**src/rtl/vlr_pkg.sv**
```systemverilog
// Package: shared widths, state codes and bus offsets for the virtual
// interrupt list-register interface. Assumes the ID layout of the
// acknowledge and EOI data words is fixed (ID in [9:0], CPU in [12:10]).
package vlr_pkg;
    localparam int ID_W   = 10;
    localparam int CPU_W  = 3;
    localparam int PRI_W  = 5;
    localparam int DATA_W = 32;
    localparam int ADDR_W = 8;
    localparam int EISR_W = 64;

    localparam logic [ID_W-1:0] SPURIOUS_ID = 10'd1023;

    typedef enum logic [1:0] {
        LR_INVALID  = 2'b00,
        LR_PENDING  = 2'b01,
        LR_ACTIVE   = 2'b10,
        LR_PEND_ACT = 2'b11
    } lr_state_e;

    localparam logic [ADDR_W-1:0] OFF_CTRL  = 8'h00;
    localparam logic [ADDR_W-1:0] OFF_PMASK = 8'h04;
    localparam logic [ADDR_W-1:0] OFF_ACK   = 8'h0C;
    localparam logic [ADDR_W-1:0] OFF_EOI   = 8'h10;
endpackage

```
**src/rtl/vlr_decode.sv**
```systemverilog
// Bus decoder: turns one guest bus request into at most one operation
// strobe, or an error flag for unmapped offsets and wrong directions.
// Assumes bus_req is high for exactly one cycle per access.
module vlr_decode
    import vlr_pkg::*;
(
    input  logic              req,
    input  logic              wr,
    input  logic [ADDR_W-1:0] addr,
    output logic              wr_ctrl,
    output logic              wr_pmask,
    output logic              rd_ctrl,
    output logic              rd_pmask,
    output logic              do_ack,
    output logic              do_eoi,
    output logic              bad
);
    // Decode the offset and direction into operation strobes.
    always_comb begin
        wr_ctrl  = req &&  wr && (addr == OFF_CTRL);
        rd_ctrl  = req && !wr && (addr == OFF_CTRL);
        wr_pmask = req &&  wr && (addr == OFF_PMASK);
        rd_pmask = req && !wr && (addr == OFF_PMASK);
        do_ack   = req && !wr && (addr == OFF_ACK);
        do_eoi   = req &&  wr && (addr == OFF_EOI);
        bad      = req && !(wr_ctrl || rd_ctrl || wr_pmask || rd_pmask ||
                            do_ack || do_eoi);
    end
endmodule

```
**src/rtl/vlr_select.sv**
```systemverilog
// Arbiter: finds the best eligible pending list register. Eligible means
// state pending and priority strictly below the mask; the lowest priority
// value wins and ties go to the lowest index. Purely combinational.
module vlr_select
    import vlr_pkg::*;
#(
    parameter int NUM_LR = 4,
    parameter int IDX_W  = 2
) (
    input  logic [NUM_LR-1:0][1:0]       state,
    input  logic [NUM_LR-1:0][PRI_W-1:0] pri,
    input  logic [PRI_W-1:0]             pmask,
    output logic                         any_elig,
    output logic [IDX_W-1:0]             sel_idx
);
    logic [PRI_W-1:0] best_pri;

    // Linear scan, strict compare keeps the lowest index on ties.
    always_comb begin
        any_elig = 1'b0;
        best_pri = '0;
        sel_idx  = '0;
        for (int i = 0; i < NUM_LR; i++) begin
            if (state[i] == LR_PENDING && pri[i] < pmask) begin
                if (!any_elig || pri[i] < best_pri) begin
                    any_elig = 1'b1;
                    best_pri = pri[i];
                    sel_idx  = IDX_W'(i);
                end
            end
        end
    end
endmodule

```
**src/rtl/vlr_eoi_match.sv**
```systemverilog
// EOI matcher: finds the lowest-index list register whose active bit is
// set and whose virtual ID and CPU ID equal the EOI word. Combinational.
module vlr_eoi_match
    import vlr_pkg::*;
#(
    parameter int NUM_LR = 4,
    parameter int IDX_W  = 2
) (
    input  logic [NUM_LR-1:0][1:0]       state,
    input  logic [NUM_LR-1:0][ID_W-1:0]  vid,
    input  logic [NUM_LR-1:0][CPU_W-1:0] cpu,
    input  logic [ID_W-1:0]              q_vid,
    input  logic [CPU_W-1:0]             q_cpu,
    output logic                         hit,
    output logic [IDX_W-1:0]             hit_idx
);
    // First matching active entry in index order.
    always_comb begin
        hit     = 1'b0;
        hit_idx = '0;
        for (int i = 0; i < NUM_LR; i++) begin
            if (!hit && state[i][1] && vid[i] == q_vid && cpu[i] == q_cpu) begin
                hit     = 1'b1;
                hit_idx = IDX_W'(i);
            end
        end
    end
endmodule

```
**src/rtl/vlr_iface.sv**
```systemverilog
// Top: virtual interrupt list-register interface for one virtual CPU.
// Holds NUM_LR list registers loaded by the hypervisor port, serves the
// guest bus (control, priority mask, acknowledge, end of interrupt) with a
// one-cycle registered response, drives virq_out and the EOI status bits.
// Assumes one bus access per request cycle and NUM_LR below 64.
module vlr_iface
    import vlr_pkg::*;
#(
    parameter int NUM_LR = 4,
    localparam int IDX_W = (NUM_LR > 1) ? $clog2(NUM_LR) : 1
) (
    input  logic              clk,
    input  logic              rst_n,
    input  logic              bus_req,
    input  logic              bus_wr,
    input  logic [ADDR_W-1:0] bus_addr,
    input  logic [DATA_W-1:0] bus_wdata,
    output logic              bus_ack,
    output logic              bus_err,
    output logic [DATA_W-1:0] bus_rdata,
    input  logic              hv_we,
    input  logic [IDX_W-1:0]  hv_idx,
    input  logic [ID_W-1:0]   hv_vid,
    input  logic [CPU_W-1:0]  hv_cpu,
    input  logic [PRI_W-1:0]  hv_pri,
    input  logic [1:0]        hv_state,
    input  logic              hv_notify,
    input  logic              hv_hw,
    output logic              virq_out,
    output logic [EISR_W-1:0] eisr,
    output logic [NUM_LR-1:0] eisr_pulse
);
    // List register storage
    logic [NUM_LR-1:0][ID_W-1:0]  lr_vid;
    logic [NUM_LR-1:0][CPU_W-1:0] lr_cpu;
    logic [NUM_LR-1:0][PRI_W-1:0] lr_pri;
    logic [NUM_LR-1:0][1:0]       lr_state;
    logic [NUM_LR-1:0]            lr_notify;
    logic [NUM_LR-1:0]            lr_hw;
    logic [NUM_LR-1:0]            eisr_q;
    logic [NUM_LR-1:0]            eisr_set;
    logic [NUM_LR-1:0]            pulse_q;

    logic             ctrl_en;
    logic [PRI_W-1:0] pmask;

    logic             wr_ctrl, wr_pmask, rd_ctrl, rd_pmask, do_ack, do_eoi, bad;
    logic             any_elig;
    logic [IDX_W-1:0] sel_idx;
    logic             eoi_hit;
    logic [IDX_W-1:0] eoi_idx;
    logic             ack_fire, ack_hw, eoi_fire;

    logic              rsp_ack, rsp_err;
    logic [DATA_W-1:0] rsp_data;

    logic unused_wdata_hi;
    assign unused_wdata_hi = &{1'b0, bus_wdata[DATA_W-1:ID_W+CPU_W]};

    vlr_decode u_decode (
        .req      (bus_req),
        .wr       (bus_wr),
        .addr     (bus_addr),
        .wr_ctrl  (wr_ctrl),
        .wr_pmask (wr_pmask),
        .rd_ctrl  (rd_ctrl),
        .rd_pmask (rd_pmask),
        .do_ack   (do_ack),
        .do_eoi   (do_eoi),
        .bad      (bad)
    );

    vlr_select #(.NUM_LR(NUM_LR), .IDX_W(IDX_W)) u_select (
        .state    (lr_state),
        .pri      (lr_pri),
        .pmask    (pmask),
        .any_elig (any_elig),
        .sel_idx  (sel_idx)
    );

    vlr_eoi_match #(.NUM_LR(NUM_LR), .IDX_W(IDX_W)) u_match (
        .state   (lr_state),
        .vid     (lr_vid),
        .cpu     (lr_cpu),
        .q_vid   (bus_wdata[ID_W-1:0]),
        .q_cpu   (bus_wdata[ID_W+CPU_W-1:ID_W]),
        .hit     (eoi_hit),
        .hit_idx (eoi_idx)
    );

    // Qualify acknowledge and EOI with the arbiter and matcher results.
    always_comb begin
        ack_fire = do_ack && any_elig && !lr_hw[sel_idx];
        ack_hw   = do_ack && any_elig &&  lr_hw[sel_idx];
        eoi_fire = do_eoi && eoi_hit;
    end

    // Per-entry EOI status set condition: entry goes invalid with notify.
    always_comb begin
        for (int i = 0; i < NUM_LR; i++) begin
            eisr_set[i] = eoi_fire && (eoi_idx == IDX_W'(i)) &&
                          !lr_state[i][0] && lr_notify[i] &&
                          !(hv_we && hv_idx == IDX_W'(i));
        end
    end

    // Interface control and priority mask registers.
    always_ff @(posedge clk) begin
        if (!rst_n) begin
            ctrl_en <= 1'b0;
            pmask   <= '0;
        end else begin
            if (wr_ctrl)  ctrl_en <= bus_wdata[0];
            if (wr_pmask) pmask   <= bus_wdata[PRI_W-1:0];
        end
    end

    // List registers: hypervisor load wins, else acknowledge / EOI updates.
    always_ff @(posedge clk) begin
        if (!rst_n) begin
            lr_vid    <= '0;
            lr_cpu    <= '0;
            lr_pri    <= '0;
            lr_state  <= '0;
            lr_notify <= '0;
            lr_hw     <= '0;
            eisr_q    <= '0;
            pulse_q   <= '0;
        end else begin
            pulse_q <= eisr_set;
            for (int i = 0; i < NUM_LR; i++) begin
                if (hv_we && hv_idx == IDX_W'(i)) begin
                    lr_vid[i]    <= hv_vid;
                    lr_cpu[i]    <= hv_cpu;
                    lr_pri[i]    <= hv_pri;
                    lr_state[i]  <= hv_state;
                    lr_notify[i] <= hv_notify;
                    lr_hw[i]     <= hv_hw;
                    eisr_q[i]    <= 1'b0;
                end else begin
                    if (ack_fire && sel_idx == IDX_W'(i))
                        lr_state[i] <= LR_ACTIVE;
                    if (eoi_fire && eoi_idx == IDX_W'(i))
                        lr_state[i] <= {1'b0, lr_state[i][0]};
                    if (eisr_set[i])
                        eisr_q[i] <= 1'b1;
                end
            end
        end
    end

    // Registered bus response, one cycle after the request.
    always_ff @(posedge clk) begin
        if (!rst_n) begin
            rsp_ack  <= 1'b0;
            rsp_err  <= 1'b0;
            rsp_data <= '0;
        end else begin
            rsp_ack <= bus_req;
            rsp_err <= bad || ack_hw;
            if (rd_ctrl)
                rsp_data <= DATA_W'(ctrl_en);
            else if (rd_pmask)
                rsp_data <= DATA_W'(pmask);
            else if (do_ack)
                rsp_data <= ack_fire ? DATA_W'({lr_cpu[sel_idx], lr_vid[sel_idx]})
                                     : DATA_W'(SPURIOUS_ID);
            else
                rsp_data <= '0;
        end
    end

    assign bus_ack    = rsp_ack;
    assign bus_err    = rsp_err;
    assign bus_rdata  = rsp_data;
    assign virq_out   = ctrl_en && any_elig;
    assign eisr       = {{(EISR_W-NUM_LR){1'b0}}, eisr_q};
    assign eisr_pulse = pulse_q;

    // Assertions guarding the logic above.
    p_one_cycle_rsp_r11: assert property (@(posedge clk) disable iff (!rst_n)
        bus_req |=> bus_ack);
    p_no_stray_rsp_r11: assert property (@(posedge clk) disable iff (!rst_n)
        !bus_req |=> !bus_ack);
    p_spurious_r6: assert property (@(posedge clk) disable iff (!rst_n)
        (do_ack && !any_elig) |=> (bus_rdata == DATA_W'(SPURIOUS_ID) && !bus_err));
    p_ack_activates_r5: assert property (@(posedge clk) disable iff (!rst_n)
        (ack_fire && !hv_we) |=> (lr_state[$past(sel_idx)] == LR_ACTIVE));
    p_hw_err_r7: assert property (@(posedge clk) disable iff (!rst_n)
        (ack_hw && !hv_we) |=> (bus_err && lr_state[$past(sel_idx)] == LR_PENDING));
    p_virq_src_r10: assert property (@(posedge clk) disable iff (!rst_n)
        virq_out |-> (ctrl_en && pmask != '0));
    p_pulse_onehot_r9: assert property (@(posedge clk) disable iff (!rst_n)
        $onehot0(eisr_pulse));

    for (genvar g = 0; g < NUM_LR; g++) begin : g_eisr_chk
        p_eisr_invalid_r9: assert property (@(posedge clk) disable iff (!rst_n)
            $rose(eisr_q[g]) |-> (lr_state[g] == LR_INVALID && eisr_pulse[g]));
    end
endmodule

```
**config.mk**
```make
export PLATFORM = sky130hd
export DESIGN_NAME = vlr_iface
export DESIGN_NICKNAME = d
export VERILOG_FILES = /design/src/rtl/vlr_pkg.sv /design/src/rtl/vlr_decode.sv /design/src/rtl/vlr_select.sv /design/src/rtl/vlr_eoi_match.sv /design/src/rtl/vlr_iface.sv
export SDC_FILE = /design/constraint.sdc
export NUM_CORES = 1
export LEC_CHECK = 0
export BUFFER_PORTS_ARGS = -buffer_cell sky130_fd_sc_hd__buf_2
export CAP_MARGIN = 20
export CORE_MARGIN = 2
export CORE_UTILIZATION = 50
export DETAILED_ROUTE_END_ITERATION = 16
export GPL_ROUTABILITY_DRIVEN = 0
export PLACE_DENSITY = 0.8
export SYNTH_ARGS = -nofsm -noshare
export SYNTH_HDL_FRONTEND = slang
export SYNTH_SLANG_ARGS = --single-unit
```
**constraint.sdc**
```tcl
create_clock -name clk -period 8.6 [get_ports clk]
set_input_delay 0.43 -clock clk [delete_from_list [all_inputs] [get_ports clk]]
set_output_delay 0.43 -clock clk [all_outputs]
set_load 0.01 [all_outputs]
```
==> metrics.txt <==
# TYPE chip_impl_metric gauge
chip_impl_metric{name="antenna_violating_nets_post_route",unit=""} 0
chip_impl_metric{name="finalNetCount",unit=""} 1034
chip_impl_info{name="path_common_cell",value="ha_1"} 1
chip_impl_info{name="synth_ff_type",value="dfxtp_1"} 1
chip_impl_metric{name="grt-ovfl-total",unit=""} 0
chip_impl_metric{name="fmax",unit="MHz"} 125
chip_impl_metric{name="cts_num_sinks",unit=""} 117
chip_impl_metric{name="register_area",unit="mm2"} 0.00234
chip_impl_metric{name="ios",unit=""} 172
chip_impl_metric{name="htree_num_levels",unit=""} 4
chip_impl_info{name="endpoint_kind",value="flop"} 1
chip_impl_metric{name="dr.pass1.iters",unit=""} 6
chip_impl_info{name="most_frequent_standard_cell_in_the_layout_excluding_fill_and_tap_cells",value="nand2_1"} 1
chip_impl_metric{name="finalWorstPathRequiredPeriod",unit="ns"} 7.98
chip_impl_metric{name="route.detailed.wl_per_inst",unit="um"} 17.5
chip_impl_metric{name="tritoncts.num_buffers",unit=""} 17
chip_impl_metric{name="critical_path_peak_fanout",unit=""} 25
chip_impl_info{name="hold_path_end",value="bus_ack"} 1
chip_impl_metric{name="rrSetupSlack",unit="ns"} 0.62
chip_impl_metric{name="fin_crit_sh",unit="%"} 92.8
chip_impl_metric{name="coreArea",unit="mm2"} 0.0144
chip_impl_metric{name="timing.clock.skew",unit="ns"} 0.00791
chip_impl_metric{name="worst-endpoint-arrival",unit="ns"} 8.22
chip_impl_metric{name="finalSetupViolations",unit=""} 0
chip_impl_metric{name="totalNegativeSetupSlack",unit="ns"} 0
chip_impl_metric{name="drc",unit=""} 0
chip_impl_metric{name="crit_required",unit="ns"} 8.84
chip_impl_metric{name="grtUsageTotal",unit="%"} 25.1
chip_impl_metric{name="max_cap_viol_count",unit=""} 0
chip_impl_metric{name="cts.path.max_buffers",unit=""} 2
chip_impl_metric{name="cts.repair_timing.setup_buffer_count",unit=""} 0
chip_impl_metric{name="antenna_found_initial",unit=""} 4
chip_impl_info{name="critical_path.reg2reg.startpoint",value="pmask[4]"} 1
chip_impl_metric{name="vias",unit=""} 6419
chip_impl_metric{name="post_cts_resized",unit=""} 0
chip_impl_metric{name="die_height",unit="um"} 125
chip_impl_metric{name="number_of_enable_type_register_cells_in_the_synthesized_netlist",unit=""} 0
chip_impl_metric{name="clk_transition_reported_paths",unit="ns"} 0.05
chip_impl_info{name="cts_tree",value="yes"} 1
chip_impl_metric{name="totalWireLength",unit="um"} 19900
chip_impl_metric{name="slew_violations",unit=""} 0
chip_impl_metric{name="whs_path_depth",unit=""} 2
chip_impl_info{name="critical_path.startpoint_type",value="flop"} 1
chip_impl_metric{name="power.density_cell_area",unit="mW/mm2"} 177
chip_impl_metric{name="synthCells",unit=""} 889
chip_impl_metric{name="peak_ir_drop_on_the_vdd_network",unit="mV"} 0.148
chip_impl_metric{name="drt_iter0_markers",unit=""} 721
chip_impl_info{name="cts_root_buffer_type",value="clkbuf_16"} 1
chip_impl_metric{name="start_util",unit="%"} 50.6
chip_impl_metric{name="hold_violation_count_in_the_final_report",unit=""} 0
chip_impl_metric{name="avgViaCountPerCell",unit=""} 5.66
chip_impl_metric{name="worst_case_hold_slack",unit="ns"} 0.264
chip_impl_info{name="critical_path.reg2reg.endpoint",value="bus_rdata[1]"} 1
chip_impl_metric{name="timing.critical_path.slowest_cell_delay",unit="ns"} 0.69
chip_impl_metric{name="synth_area",unit="mm2"} 0.00730
chip_impl_info{name="outcome",value="completed"} 1
chip_impl_metric{name="syn2layout_area_growth",unit="%"} 9.84
chip_impl_info{name="critPathSlowestCell",value="o32a_1"} 1
chip_impl_info{name="grt_setup_unrepaired",value="no"} 1
chip_impl_metric{name="synth.ff_latch_count",unit=""} 117
chip_impl_metric{name="dpl.hpwl",unit="um"} 14100
chip_impl_metric{name="relSlewSlack",unit="%"} 27.3
chip_impl_metric{name="synth_cell_type_count",unit=""} 76
chip_impl_info{name="hold_path_class",value="input port to flop"} 1
chip_impl_metric{name="grt_start_max_net_pins",unit=""} 105
chip_impl_metric{name="power_leakage",unit="nW"} 3.14
chip_impl_metric{name="die_width",unit="um"} 125
chip_impl_metric{name="synth-seq-area-share",unit="%"} 32.1
chip_impl_metric{name="final_layout_size_suffix_gt1_share",unit="%"} 14.7
chip_impl_info{name="criticalPathCategory",value="flop to flop"} 1
chip_impl_metric{name="wire_length_of_the_first_global_routing_pass",unit="um"} 30800
chip_impl_metric{name="syn-mean-instance-area",unit="um2"} 8.21
chip_impl_metric{name="numPortBuffers",unit=""} 73
chip_impl_metric{name="later_pin_clock_latency_in_the_skew_report",unit="ns"} 0.42
chip_impl_metric{name="std_cell_rows",unit=""} 44
chip_impl_metric{name="cts.hold.buffers_added",unit=""} 0
chip_impl_metric{name="async_sr_flop_fraction",unit="%"} 0
chip_impl_metric{name="number_of_global_route_vias_before_repair",unit=""} 6037
chip_impl_info{name="worst_hold_startpoint",value="bus_req"} 1
chip_impl_metric{name="worst_slew_pin_slew",unit="ns"} 1.08
chip_impl_metric{name="multi_input_area",unit="mm2"} 0.00440
chip_impl_metric{name="worst_r2r_path_depth",unit=""} 27
chip_impl_metric{name="filler_cell_count",unit=""} 1338
chip_impl_metric{name="ys.warnings.count",unit=""} 0
chip_impl_info{name="mostFrequentLayoutCells",value="nand2_1, dfxtp_1, a21boi_0"} 1
chip_impl_metric{name="area_of_the_die",unit="mm2"} 0.0156
[cell families (layout without fill, tap and decap cells)]
kind of cell    count (synthesis)  after routing  share of synthesized area [%]
compound gates                195            195                           20.8
xor+xnor                       52             52                           6.24
fa+ha+maj                      28             28                           4.80
buf+inv                       140            120                           11.7
flops                         117            117                           32.1
mux                            28             28                           3.98
other cells                     1             83                         0.0514
simple gates                  328            328                           20.3
[worst max-delay path by stage]
stage	slack (ns)	to	start
2_1_floorplan	2.31	bus_rdata[1]	pmask[4]
3_3_place_gp	0.91	bus_rdata[10]	pmask[4]
3_5_place_dp	0.79	bus_rdata[11]	pmask[4]
4_1_cts	0.80	bus_rdata[11]	pmask[4]
5_1_grt	0.11	bus_rdata[11]	pmask[4]
6_report	0.62	bus_rdata[1]	pmask[4]
[worst max-delay path, delay by kind of cell, from the launching register on]
kind,cells,cell delay [ns]
fa+ha+maj,4,1.37
compound gates,17,5.22
buf+inv,1,0.12
simple gates,5,0.71
flops,1,0.36
[per-layer routing]
layer | global-route usage, % | part of all wire (%) | wire [um]
met1 | 30.6 | 40 | 7950
met2 | 41.0 | 47 | 9420
met3 | 5.54 | 8.8 | 1760
met4 | 13.7 | 3.9 | 777
met5 | 0 | 0 | 0
[final cells by class]
class / instances / share of cell area (%)
multi-input cells: 710 / 54.9
clock inverters: 10 / 1.68
well taps: 184 / 2.87
inverters: 10 / 0.468
repair buffers: 81 / 5.35
clock buffers: 19 / 5.40
diodes: 4 / 0.125
flip-flops and latches: 117 / 29.2
[through the flow]
step | area, um2 | setup WS (ns) | instances | util (%) | total power, mW
after floorplan | 7590 | 2.31 | 967 | - | 0.710
after global placement | 7430 | 0.912 | 1101 | 51.5 | 0.726
after detailed placement | 7430 | 0.789 | 1101 | 51.5 | 0.730
after CTS | 8000 | 0.803 | 1130 | 55.5 | 1.42
after global routing | 8020 | 0.112 | 1135 | 55.6 | 1.46
final | 8020 | 0.620 | 1135 | 55.6 | 1.42
[report_power, final]
group,switching [mW],internal (mW)
sequential,0.0149,0.557
combinational,0.0984,0.0541
clock,0.250,0.447
total,0.364,1.06
[synth_stat cells (3+ instances only)]
master | count | share of area (%)
nand2_1 | 213 | 11
dfxtp_1 | 117 | 32
buf_4 | 85 | 8.7
a21boi_0 | 83 | 8.5
xnor2_1 | 48 | 5.8
clkbuf_1 | 42 | 2.2
a21oi_1 | 32 | 2.2
nor2_1 | 31 | 1.6
ha_1 | 28 | 4.8
nand4_1 | 23 | 2.0
mux2i_1 | 20 | 2.7
o211ai_1 | 13 | 1.3
nor2b_1 | 11 | 0.94
a21o_1 | 10 | 1.0
inv_1 | 10 | 0.51
nand3_1 | 10 | 0.69
o21ai_0 | 6 | 0.41
a31oi_1 | 5 | 0.43
mux2_2 | 5 | 0.77
nor4_1 | 5 | 0.43
a32oi_2 | 4 | 0.89
nand2b_1 | 4 | 0.34
nor3_1 | 4 | 0.27
nor3b_1 | 4 | 0.41
o21ai_1 | 4 | 0.27
xor2_1 | 4 | 0.48
a311oi_1 | 3 | 0.36
and3_1 | 3 | 0.26
mux2_1 | 3 | 0.46
nor4b_1 | 3 | 0.36
o21a_1 | 3 | 0.31
[registers in the layout, indices dropped and copies added (netlist names)]
signal,flops
lr_pri,20
lr_notify,4
bus_err,1
pmask,5
bus_rdata,13
lr_vid,40
bus_ack,1
lr_cpu,12
eisr_pulse,4
lr_state,8
ctrl_en,1
eisr_q,4
lr_hw,4
Note: power is estimated with default switching activity, not from simulation.
